### src/rtl/gold_pkg.sv
package gold_pkg;
    localparam int STAGES   = 10;
    localparam int DIV      = 10;
    localparam int ADV_SLOT = 4;
    localparam int HALF     = 512;
    localparam int CNT_W    = $clog2(HALF);
    localparam int DIV_W    = $clog2(DIV);
    localparam int TAP_W    = $clog2(STAGES + 1);
    localparam int NTAPS    = 2;

    typedef logic [STAGES-1:0] stage_t;

    typedef struct packed {
        stage_t a;
        stage_t b;
    } pair_t;

    localparam stage_t ONES = '1;
    localparam stage_t FB_A = stage_t'(10'b10_0000_0100);
    localparam stage_t FB_B = stage_t'(10'b11_1010_0110);

    function automatic stage_t shift_reg(stage_t r, stage_t mask);
        return {r[STAGES-2:0], ^(r & mask)};
    endfunction

    function automatic pair_t shift_pair(pair_t p);
        pair_t n;
        n.a = shift_reg(p.a, FB_A);
        n.b = shift_reg(p.b, FB_B);
        return n;
    endfunction

    function automatic pair_t pair_after(int n);
        pair_t p;
        p.a = ONES;
        p.b = ONES;
        for (int i = 0; i < n; i++) p = shift_pair(p);
        return p;
    endfunction

    localparam pair_t START = pair_after(0);
    localparam pair_t MID   = pair_after(HALF);
endpackage

### src/rtl/gold_divider.sv
module gold_divider import gold_pkg::*; (
    input  logic clk,
    input  logic rst,
    input  logic en,
    input  logic adv,
    input  logic ret,
    output logic step
);
    logic [DIV_W-1:0] cnt;
    logic adv_p, ret_p, tick, slot;

    assign tick = en && (cnt == DIV_W'(DIV - 1));
    assign slot = en && (cnt == DIV_W'(ADV_SLOT));
    assign step = (tick && !ret_p) || (slot && adv_p);

    always_ff @(posedge clk) begin
        if (rst) begin
            cnt   <= '0;
            adv_p <= 1'b0;
            ret_p <= 1'b0;
        end else begin
            if (en) cnt <= tick ? '0 : cnt + 1'b1;
            adv_p <= adv || (adv_p && !slot);
            ret_p <= ret || (ret_p && !tick);
        end
    end

    // the divider phase holds while the enable is low
    a_r2_freeze: assert property (@(posedge clk) disable iff (rst)
        !en |=> $stable(cnt));
    // a pending advance survives until the mid-period slot
    a_r9_adv_wait: assert property (@(posedge clk) disable iff (rst)
        (adv_p && !slot) |=> adv_p);
    // a pending retard survives until the period end
    a_r10_ret_wait: assert property (@(posedge clk) disable iff (rst)
        (ret_p && !tick) |=> ret_p);
endmodule

### src/rtl/gold_setter.sv
module gold_setter import gold_pkg::*; (
    input  logic             clk,
    input  logic             rst,
    input  logic             step,
    input  logic             set_req,
    input  logic             set_mid,
    output logic             load,
    output logic             load_mid,
    output logic [CNT_W-1:0] count
);
    logic armed, tgt_mid, wrap;

    assign wrap     = step && (count == CNT_W'(HALF - 1));
    assign load     = wrap && armed;
    assign load_mid = tgt_mid;

    always_ff @(posedge clk) begin
        if (rst) begin
            count   <= '0;
            armed   <= 1'b0;
            tgt_mid <= 1'b0;
        end else begin
            if (step) count <= wrap ? '0 : count + 1'b1;
            if (set_req) begin
                armed   <= 1'b1;
                tgt_mid <= set_mid;
            end else if (load) begin
                armed   <= 1'b0;
            end
        end
    end

    // wrap from the last count to zero
    a_r6_wrap: assert property (@(posedge clk) disable iff (rst)
        wrap |=> (count == '0));
    // every other shift adds one
    a_r6_count_up: assert property (@(posedge clk) disable iff (rst)
        (step && !wrap) |=> (count == $past(count) + 1'b1));
    // a completed load disarms the request
    a_r7_disarm: assert property (@(posedge clk) disable iff (rst)
        (load && !set_req) |=> !armed);
endmodule

### src/rtl/gold_lfsr_pair.sv
module gold_lfsr_pair import gold_pkg::*; (
    input  logic             clk,
    input  logic             rst,
    input  logic             step,
    input  logic             load,
    input  logic             load_mid,
    input  logic [TAP_W-1:0] tap_a,
    input  logic [TAP_W-1:0] tap_b,
    output logic             chip,
    output logic             epoch
);
    pair_t st;
    logic [TAP_W-1:0] tap_sel [NTAPS];
    logic [NTAPS-1:0] tap_bit;

    assign tap_sel[0] = tap_a;
    assign tap_sel[1] = tap_b;

    for (genvar g = 0; g < NTAPS; g++) begin : g_tap
        logic sel_bit;
        always_comb begin
            sel_bit = 1'b0;
            for (int i = 0; i < STAGES; i++)
                if (tap_sel[g] == TAP_W'(i + 1)) sel_bit = st.b[i];
        end
        assign tap_bit[g] = sel_bit;
    end

    assign chip  = st.a[STAGES-1] ^ (^tap_bit);
    assign epoch = (st.a == ONES);

    always_ff @(posedge clk) begin
        if (rst)       st <= START;
        else if (load) st <= load_mid ? MID : START;
        else if (step) st <= shift_pair(st);
    end

    // a start-target load leaves both registers all ones
    a_r7_start_load: assert property (@(posedge clk) disable iff (rst)
        (load && !load_mid) |=> (st.a == ONES && st.b == ONES));
    // a midpoint load leaves the stored midpoint state
    a_r8_mid_load: assert property (@(posedge clk) disable iff (rst)
        (load && load_mid) |=> (st == MID));
    // no shift, no change
    a_r2_hold: assert property (@(posedge clk) disable iff (rst)
        (!step && !load) |=> $stable(st));
endmodule

### src/rtl/gold_code_gen.sv
module gold_code_gen import gold_pkg::*; (
    input  logic             clk,
    input  logic             rst,
    input  logic             chip_en,
    input  logic [TAP_W-1:0] tap_a,
    input  logic [TAP_W-1:0] tap_b,
    input  logic             set_req,
    input  logic             set_mid,
    input  logic             advance,
    input  logic             retard,
    output logic             chip,
    output logic             epoch,
    output logic [CNT_W-1:0] set_count
);
    logic step, load, load_mid;

    gold_divider u_div (
        .clk  (clk),
        .rst  (rst),
        .en   (chip_en),
        .adv  (advance),
        .ret  (retard),
        .step (step)
    );

    gold_setter u_set (
        .clk      (clk),
        .rst      (rst),
        .step     (step),
        .set_req  (set_req),
        .set_mid  (set_mid),
        .load     (load),
        .load_mid (load_mid),
        .count    (set_count)
    );

    gold_lfsr_pair u_regs (
        .clk      (clk),
        .rst      (rst),
        .step     (step),
        .load     (load),
        .load_mid (load_mid),
        .tap_a    (tap_a),
        .tap_b    (tap_b),
        .chip     (chip),
        .epoch    (epoch)
    );
endmodule

### config.mk
export PLATFORM = sky130hd
export DESIGN_NAME = gold_code_gen
export DESIGN_NICKNAME = d
export VERILOG_FILES = /design/src/rtl/gold_pkg.sv /design/src/rtl/gold_divider.sv /design/src/rtl/gold_setter.sv /design/src/rtl/gold_lfsr_pair.sv /design/src/rtl/gold_code_gen.sv
export SDC_FILE = /design/constraint.sdc
export NUM_CORES = 1
export LEC_CHECK = 0
export BUFFER_PORTS_ARGS = -buffer_cell sky130_fd_sc_hd__buf_2
export CORE_ASPECT_RATIO = 1.25
export CORE_MARGIN = 2
export CORE_UTILIZATION = 51
export CTS_CLUSTER_SIZE = 12
export DETAILED_ROUTE_END_ITERATION = 12
export HOLD_SLACK_MARGIN = 0.02
export MAX_ROUTING_LAYER = met4
export PLACE_DENSITY = 0.75
export SYNTH_ARGS = -nofsm -noshare
export SYNTH_HDL_FRONTEND = slang
export SYNTH_HIERARCHICAL = 1
export SYNTH_SLANG_ARGS = --single-unit
### constraint.sdc
create_clock -name clk -period 1.9 [get_ports clk]
set_input_delay 0.38 -clock clk [delete_from_list [all_inputs] [get_ports clk]]
set_output_delay 0.38 -clock clk [all_outputs]
set_load 0.005 [all_outputs]
* Word-level counts from Yosys, hierarchy flattened
Index checks and enable logic that the tools add are counted.
** Word-level totals
- Word-level logic and storage cells :: 81
- Latch bits :: 0
- Memories kept :: 0
- Register bits :: 37
- Memory bits (read-only) :: 0
- Bits in writable memories :: 0
- Input bits :: 15
** Operators by class
- Div/mod/pow operators :: 0
- Reductions and logical operators :: 19
- $add $sub $neg :: 2
- Bitwise gates (word level) :: 1
- Mux-type cells :: 27
- $mul :: 0
- $lt $le $gt $ge :: 0
- Shift operators :: 0
- Equality and inequality tests :: 24
** Operators with widths (count)
- 20-bit 2-to-1 mux :: 2
- 4-bit by 3-bit equality test with 1-bit output, second input constant :: 9
- 4-bit equality test, second input constant :: 7
- 1-bit 2-to-1 mux :: 22
- 10-bit XOR reduction :: 2
- 17-bit 2-to-1 mux :: 1
- 4-bit by 2-bit equality test with 1-bit output, second input constant :: 4
- 10-bit equality test, second input constant :: 1
- 9-bit by 1-bit adder with 9-bit output, second input constant :: 1
- 9-bit equality test, second input constant :: 1
- 9-bit 2-to-1 mux :: 1
- 4-bit by 1-bit equality test with 1-bit output, second input constant :: 2
- 1-bit logical AND :: 8
- 4-bit by 1-bit adder with 4-bit output, second input constant :: 1
- 4-bit 2-to-1 mux :: 1
- 2-bit nonzero test :: 2
- 1-bit logical NOT :: 3
- 1-bit logical OR :: 3
- 2-bit XOR reduction :: 1
- 1-bit bitwise XOR :: 1

* Depth between registers and ports, before layout
Gate-level depths: netlist of run 1.
- Depth in word-level cells :: 13
- Gate-level depth with buffers :: 9
- Mapped depth without buffers :: 7

* Modules after synthesis
Netlist of run 1, hierarchy kept.
** By module, submodules not included
- gold_lfsr_pair :: area an instance 1006.0 um^2, sequential area each 400.4 um^2, times used 1, cells an instance 102
- gold_setter :: area an instance 490.5 um^2, sequential area each 220.2 um^2, times used 1, cells an instance 54
- gold_divider :: area an instance 335.3 um^2, sequential area each 120.1 um^2, times used 1, cells an instance 33

* Worst setup path before layout of run 1
No wires, ideal clock.
- Path kind :: flip-flop to flip-flop
- Start point :: register u_div.cnt[0]
- End point :: register u_regs/st[0] in the netlist's numbering
- Required time :: 1.763 ns
- Slack :: -0.118 ns
- Arrival :: 1.881 ns
- Period minus slack after synthesis :: 2.018 ns
- Cell stages (with the launch flop) :: 8
- Path through :: dfxtp_1 > ha_1 > nand4b_4 > o22ai_1 > clkbuf_1 > buf_1 > mux2i_1 > nand2_1
** On the way
- Longest elaborated chain between the ends :: 7
- Elaborated cells between the ends (all ways) :: 11
- Those cells by class :: eq/ne: 2; mux: 1; reduce/logical: 8
** Ends and longest elaborated chain
- start, declared :: RTL line gold_divider.sv:9 : logic [DIV_W-1:0] cnt;
- start signal, assigned :: RTL line gold_divider.sv:22 : if (en) cnt <= tick ? '0 : cnt + 1'b1;
- 4-bit equality test or 4-bit by 3-bit equality test with 1-bit output (tied branches) :: RTL line gold_divider.sv:12, gold_divider.sv:13
- 1-bit logical AND (on tied branches) :: RTL line gold_divider.sv:12, gold_divider.sv:13
- 1-bit logical AND :: RTL line gold_divider.sv:14 : assign step = (tick && !ret_p) || (slot && adv_p);
- 1-bit logical OR (*) :: RTL line gold_divider.sv:14
- via step :: RTL line gold_code_gen.sv:15 : logic step, load, load_mid;
- 1-bit logical AND :: RTL line gold_setter.sv:13 : assign wrap = step && (count == CNT_W'(HALF - 1));
- 1-bit logical AND :: RTL line gold_setter.sv:14 : assign load = wrap && armed;
- 20-bit 2-to-1 mux or 2-bit nonzero test (tied branches)
- end signal, assigned :: RTL line gold_lfsr_pair.sv:34 : else if (load) st <= load_mid ? MID : START;
- end signal, assigned :: RTL line gold_lfsr_pair.sv:35 : else if (step) st <= shift_pair(st);
- end, declared :: RTL line gold_lfsr_pair.sv:12 : pair_t st;
Mark *: on every way through the listed nets, which the timed path passes. The rest lies on a longest branch.
A chain may end at the register's enable or synchronous reset.

* Worst setup path in the final report of run 1
- Start point :: register u_regs/st[4] in the netlist's numbering
- End point :: output chip
** On the way
- Longest elaborated chain between the ends :: 8
- Elaborated cells between the ends (all ways) :: 14
- Those cells by class :: mux: 12; bitwise: 1; reduce/logical: 1
** Ends and longest elaborated chain
- 1-bit 2-to-1 mux (6 in series) :: RTL line gold_lfsr_pair.sv:24 : if (tap_sel[g] == TAP_W'(i + 1)) sel_bit = st.b[i];
- 2-bit XOR reduction (*) :: RTL line gold_lfsr_pair.sv:29 : assign chip = st.a[STAGES-1] ^ (^tap_bit);
- 1-bit bitwise XOR (*) :: RTL line gold_lfsr_pair.sv:29
- end, declared :: RTL line gold_code_gen.sv:11 : output logic chip,
Every way passes the cells marked *; elsewhere a longest branch is shown, timed or not.

==> run summary, run 1 <==
RR Startpoint: u_div/cnt[1]
Drt via density: 5.373
DRC viols: 0
Clock group share of total power: 36.7%
Outcome: finished with violations
Area grow syn2layout: 23.22%
Fin util: 65.36%
Combined area of the multi-input logic cells: 1055 µm²
Root Driver: clkbuf_8
CTS buffer count: 5
Crit. End Element: primary output
Avg Cell Area, Syn: 9.692 µm²
Internal power: 0.001087 W
Routed WL: 3721 µm
Starting DRT DRC Count: 35
Largest net degree at the start of global routing: 22
Diode count: 0
Final Cycle Share: 114.6%
FF/Latch Area: 747.0 µm²
Grt total ovfl: 0
#FFs+latches synth: 37
VDD IR max: 0.0005266 V
Global-route usage over all layers: 21.06%
Worst Path Required: 1.52 ns
CTS tree: yes
Max FO, Critical Path: 3
Leak: 0.9454 nW
Synthesized area: 1832 µm²
Global-route wire length before repair: 6486 µm
Final Hold Viols: 0
Die area: 4090 µm²
Vias in the first global route: 1,491
Commonest non-fill, non-tap cells in the layout: 32 x dfxtp_1, 27 x mux2i_1, 25 x buf_2
Port Buffers: 25
Clock transition at the registers of the reported paths: 0.07 ns
Violated checks: setup timing
Max H-tree Level: 2
Layout Skew: 0.003694 ns
Filler Cells Inserted: 289
Core ar.: 3453 µm²
CP max stage cell: mux4_2
IO Pins: 26
Worst EP arrival: 1.80 ns
Die height: 71.01 µm
Warnings from Yosys: 6
Hold slack: 0.2961 ns
Cells after synthesis: 189
Final setup viols: 1
Max-cap violations: 0
Hold path startpoint: retard
Clock Sinks: 37
Fmax achieved: 459.2 MHz
Post-DRT Antenna Nets: 0
CP Class: reg -> out
Power share of the combinational group: 7.1%
CP Cell Sequence: mux2i_1 -> mux4_2 -> mux2i_2 -> xnor2_1 -> xnor2_1 -> buf_2
Post-synthesis sequential area ratio: 40.44%
Class of the worst hold path: in -> reg
Worst-Skew Late Latency: 0.29 ns
Max_slew headroom: 78.80%
Switching pwr: 0.0003243 W
Mapped Nets: 209
Seq pwr share: 56.1%
CTS Hold Bufs: 0
Nets@finish: 256
Sw Share: 22.98%
Clock period minus worst slack: 2.178 ns
Synth unique cells: 32
Unrepaired setup endpoints after global routing: true
Via count: 1,483
Place WS: -0.2210 ns
Area after DPL: 2115 µm²
Pwr dens: 625.3 nW/µm²
Post-route cell area: 2257 µm²
Drt first pass iters: 4
Max Root-Sink Buffers: 2
Die Wd: 57.61 µm
Most common library cell in the layout ignoring fill and taps: dfxtp_1
Startpoint types: flop
GPL Wtd Cong: 0.7595
Final HPWL DP: 2671 µm
Initial antenna violation count: 0
Ratio of cells with drive above 1 in the final layout: 32.07%
# rows: 24
Final total power: 0.001411 W
Final worst slack: -0.2778 ns
Most used cell, CP: xnor2_1
Slew Limit Fails: 0
Actual slew at the worst max-slew pin: 0.3180 ns
Crit path largest cell delay: 0.48 ns
Initial Util: 53.04%
Crit path from: u_regs/st[4]
Routed wire per std cell: 13.48 µm
==> cells in the mapped netlist, drive strengths merged <==
cell    number  share of area (%)
dfxtp       37                 40
mux2i       28                 15
nand2       19                3.9
o21ai       16                4.4
a21oi       11                3.0
nor2        11                2.3
xnor2        8                3.8
buf          6                2.6
nand4        6                2.4
xor2         6                2.9
ha           5                3.4
inv          5                1.0
nand3        5                1.4
nand2b       4                1.6
nand3b       3                1.2
nor3         3                1.4
or3          3                1.0
clkbuf       2               0.41
mux4         2                2.5
nand4b       2                1.8
o22ai        2               0.68
a21o         1               0.48
a32oi        1               0.48
and3         1               0.34
and4b        1               0.75
mux2         1               0.61
==> per-stage QoR <==
step / setup TNS, ns / instances
after floorplan: 0 / 189
after global placement: -0.4551 / 265
after detailed placement: -0.9059 / 265
after CTS: -0.2802 / 274
after global routing: -0.3828 / 276
final: -0.2778 / 276
==> final cells by class <==
type                    instances  share of cell area (%)
clock buffers                   6                   3.215
clock inverters                 2                  0.4435
inverters                       5                  0.8315
multi-input cells             139                   46.73
flip-flops and latches         37                   33.09
well taps                      39                   2.162
repair buffers                 48                   13.53
==> power by group through the flow <==
| stage | registers, W | clock network, W | logic [W] |
|---|---|---|---|
| after floorplan | 0.000808 | 0 | 0.0000592 |
| after global placement | 0.000809 | 0 | 0.0000931 |
| after detailed placement | 0.000810 | 0 | 0.0000965 |
| after CTS | 0.000792 | 0.000535 | 0.0000995 |
| after global routing | 0.000793 | 0.000563 | 0.000112 |
| final | 0.000792 | 0.000518 | 0.000101 |
==> routing by layer <==
metal / GRT usage (%) / up-vias / part of all wire, % / wire [µm]
met5: - / - / 0 / 0
met4: 9.302 / 0 / 1.5 / 55
met3: 4.936 / 5 / 3.9 / 144
met2: 36.24 / 30 / 51 / 1894
met1: 22.63 / 689 / 44 / 1626
li1: - / 759 / - / -
==> repair_timing <==
item,in CTS,in global routing
buffers inserted,1,2
gates resized for setup,8,5
pin swaps,1,1
setup endpoints to repair,21,23
==> sequential cells by signal, summed over array words and instances (netlist names) <==
signal / cells
u_div/adv_p: 1
u_div/cnt: 4
u_div/ret_p: 1
u_regs/st: 20
u_set/armed: 1
u_set/count: 9
u_set/load_mid: 1
==> final timing paths <==
kind	end	slack, ns	depth (start not counted)
setup / recovery	chip	-0.28	6
hold / removal	u_div/ret_p	0.30	3
setup reg to reg	u_set/count[5]	0.12	7
hold reg to reg	u_regs/st[4]	0.49	2
==> cells by family after synthesis <==
kind of cell | share of synthesized area (%)
buf+inv | 4.030
fa+ha+maj | 3.415
xor+xnor | 6.694
flops | 40.44
mux | 18.37
simple gates | 18.03
compound gates | 9.016
==> worst max-delay path, delay by kind of cell, from the launching register on <==
family | cells | cell delay, ns
mux | 3 | 0.76
xor+xnor | 2 | 0.29
flops | 1 | 0.34
buf+inv | 1 | 0.12
No activity file was read; power rests on OpenSTA's default activity.
==> run 2, diff against run 1 <==
--- a/config.mk
+++ b/config.mk
@@ -8,12 +8,12 @@
 export BUFFER_PORTS_ARGS = -buffer_cell sky130_fd_sc_hd__buf_2
 export CORE_ASPECT_RATIO = 1.25
 export CORE_MARGIN = 2
-export CORE_UTILIZATION = 51
+export CORE_UTILIZATION = 43
 export CTS_CLUSTER_SIZE = 12
 export DETAILED_ROUTE_END_ITERATION = 12
 export HOLD_SLACK_MARGIN = 0.02
 export MAX_ROUTING_LAYER = met4
-export PLACE_DENSITY = 0.75
+export PLACE_DENSITY = 0.65
 export SYNTH_ARGS = -nofsm -noshare
 export SYNTH_HDL_FRONTEND = slang
 export SYNTH_HIERARCHICAL = 1
==> run 2 against run 1 <==
  * The run still ends with setup timing left
  * Global-route usage shrank 5.5 points
  * Flip-flop and latch count is the same
  * Clock-buffer cell count shrank 1
  * Largest power group unchanged
  * Highest routed layer unchanged
==> run summary, run 2 (same netlist as run 1, synthesis figures left out) <==
Hold path startpoint: retard (unchanged)
Fmax achieved: 468.2 MHz (was 459.2 MHz)
Largest regs: u_regs/st: 20 flops, u_set/count: 9 flops, u_div/cnt: 4 flops (unchanged)
Die area: 4801 µm² (was 4090 µm²)
Drt via density: 5.044 (was 5.373)
Max_slew headroom: 78.05% (was 78.80%)
Largest net degree at the start of global routing: 22 (unchanged)
Filler Cells Inserted: 422 (was 289)
Final setup viols: 1 (unchanged)
Drt first pass iters: 4 (unchanged)
Final Cycle Share: 112.4% (was 114.6%)
Routed wire per std cell: 11.66 µm (was 13.48 µm)
Area after DPL: 2166 µm² (was 2115 µm²)
Fin util: 55.89% (was 65.36%)
GPL Wtd Cong: 0.7716 (was 0.7595)
CP Class: reg -> out (unchanged)
CP max stage cell: mux4_2 (unchanged)
Max-cap violations: 0 (unchanged)
Violated checks: setup timing (unchanged)
Clock period minus worst slack: 2.136 ns (was 2.178 ns)
CP Cell Sequence: mux2i_1 -> mux4_2 -> mux2i_1 -> xnor2_1 -> xnor2_1 -> buf_2 (was mux2i_1 -> mux4_2 -> mux2i_2 -> xnor2_1 -> xnor2_1 -> buf_2)
Ratio of cells with drive above 1 in the final layout: 33.05% (was 32.07%)
Routed WL: 3440 µm (was 3721 µm)
Class of the worst hold path: in -> reg (unchanged)
Reg with most FFs: u_regs/st (unchanged)
Post-DRT Antenna Nets: 0 (unchanged)
Hold slack: 0.2885 ns (was 0.2961 ns)
Nets@finish: 258 (was 256)
Worst EP arrival: 1.76 ns (was 1.80 ns)
DRC viols: 0 (unchanged)
# rows: 26 (was 24)
Place WS: -0.1909 ns (was -0.2210 ns)
Root Driver: clkbuf_8 (unchanged)
Crit. End Element: primary output (unchanged)
Worst Path Required: 1.52 ns (about the same)
Initial antenna violation count: 0 (unchanged)
Unrepaired setup endpoints after global routing: true (unchanged)
Clock transition at the registers of the reported paths: 0.07 ns (about the same)
Pwr dens: 622.8 nW/µm² (was 625.3 nW/µm²)
Startpoint types: flop (unchanged)
Final worst slack: -0.2360 ns (was -0.2778 ns)
CTS buffer count: 5 (unchanged)
Diode count: 0 (unchanged)
Delay-heaviest family, CP: multiplexers (unchanged)
Crit path from: u_regs/st[5] (was u_regs/st[4])
Final HPWL DP: 2494 µm (was 2671 µm)
Final Hold Viols: 0 (unchanged)
Starting DRT DRC Count: 32 (was 35)
Area grow syn2layout: 25.07% (was 23.22%)
Slew Limit Fails: 0 (unchanged)
Max H-tree Level: 2 (unchanged)
Via count: 1,488 (was 1,483)
Most common library cell in the layout ignoring fill and taps: dfxtp_1 (unchanged)
Global-route usage over all layers: 15.60% (was 21.06%)
Fin Setup TNS: -0.2360 ns (was -0.2778 ns)
Vias in the first global route: 1,397 (was 1,491)
Leak: 0.9557 nW (was 0.9454 nW)
Global-route wire length before repair: 5871 µm (was 6486 µm)
Clock Sinks: 37 (unchanged)
Grt total ovfl: 0 (unchanged)
Commonest non-fill, non-tap cells in the layout: 31 x dfxtp_1, 28 x mux2i_1, 25 x buf_2 (was 32 x dfxtp_1, 27 x mux2i_1, 25 x buf_2)
Max Root-Sink Buffers: 2 (unchanged)
Max reg flops: 20 (unchanged)
Post-route cell area: 2291 µm² (was 2257 µm²)
Outcome: finished with violations (unchanged)
Core ar.: 4099 µm² (was 3453 µm²)
Initial Util: 44.69% (was 53.04%)
Layout Skew: 0.01002 ns (was 0.003694 ns)
IO Pins: 26 (unchanged)
Worst-Skew Late Latency: 0.30 ns (was 0.29 ns)
Die height: 76.97 µm (was 71.01 µm)
RR Startpoint: u_div/cnt[0] (was u_div/cnt[1])
Buf+Inv Stages, Crit Path: 1 (unchanged)
CTS tree: yes (unchanged)
VDD IR max: 0.0004788 V (was 0.0005266 V)
Actual slew at the worst max-slew pin: 0.3292 ns (was 0.3180 ns)
Crit path largest cell delay: 0.46 ns (was 0.48 ns)
Die Wd: 62.38 µm (was 57.61 µm)
Port Buffers: 25 (unchanged)
Max FO, Critical Path: 3 (unchanged)
==> run 2: cell types whose count changed in the layout (fill, tap and decap cells not counted), sizes merged <==
cell / change
buf: +2
clkbuf: -1
clkinvlp: +1
==> run 2: final timing paths <==
check | cells past startpoint | slack [ns] | to
setup / recovery | 6 | -0.24 | chip
hold / removal | 3 | 0.29 | u_div/ret_p
setup reg to reg | 8 | 0.15 | u_set/count[6]
hold reg to reg | 2 | 0.48 | u_set/armed
==> run 2: area by class of cell <==
class / count / area [µm²] / area share [%]
clock buffers: 5 / 68.82 / 3.004
clock inverters: 3 / 17.52 / 0.7646
inverters: 5 / 18.77 / 0.8192
multi-input cells: 139 / 1051 / 45.88
flip-flops and latches: 37 / 748.2 / 32.66
well taps: 56 / 70.07 / 3.058
repair buffers: 50 / 316.6 / 13.82
==> run 2: power by group <==
part           switching [W]  internal (W)  total (W)
logic              0.0000506     0.0000499   0.000101
registers         0.00000761      0.000785   0.000793
clock network       0.000281      0.000253   0.000534
==> run 2: routing by layer <==
layer / wire length (µm) / up-vias / GRT usage (%)
li1: - / 761 / -
met1: 1539 / 686 / 17.28
met2: 1636 / 34 / 25.76
met3: 187 / 7 / 4.399
met4: 77 / 0 / 7.778
met5: 0 / - / -
==> run 2: per-stage QoR <==
| stage | power (W) | instances |
|---|---|---|
| floorplan | 0.0008676 | 189 |
| global placement | 0.0009061 | 286 |
| detailed placement | 0.0009089 | 286 |
| CTS | 0.001456 | 295 |
| global route | 0.001504 | 295 |
| finish | 0.001427 | 295 |
==> run 2: tightest hold or removal path, cell delays in order <==
cell	delay, ns
buf_2	0.08
a21oi_1	0.03
nor2_1	0.06
==> run 2: timing repair <==
action	in CTS	in global routing
hold buffers	0	0
setup endpoints to repair	21	19
setup buffers	1	0
gates resized for setup	7	6
pin swaps	1	0
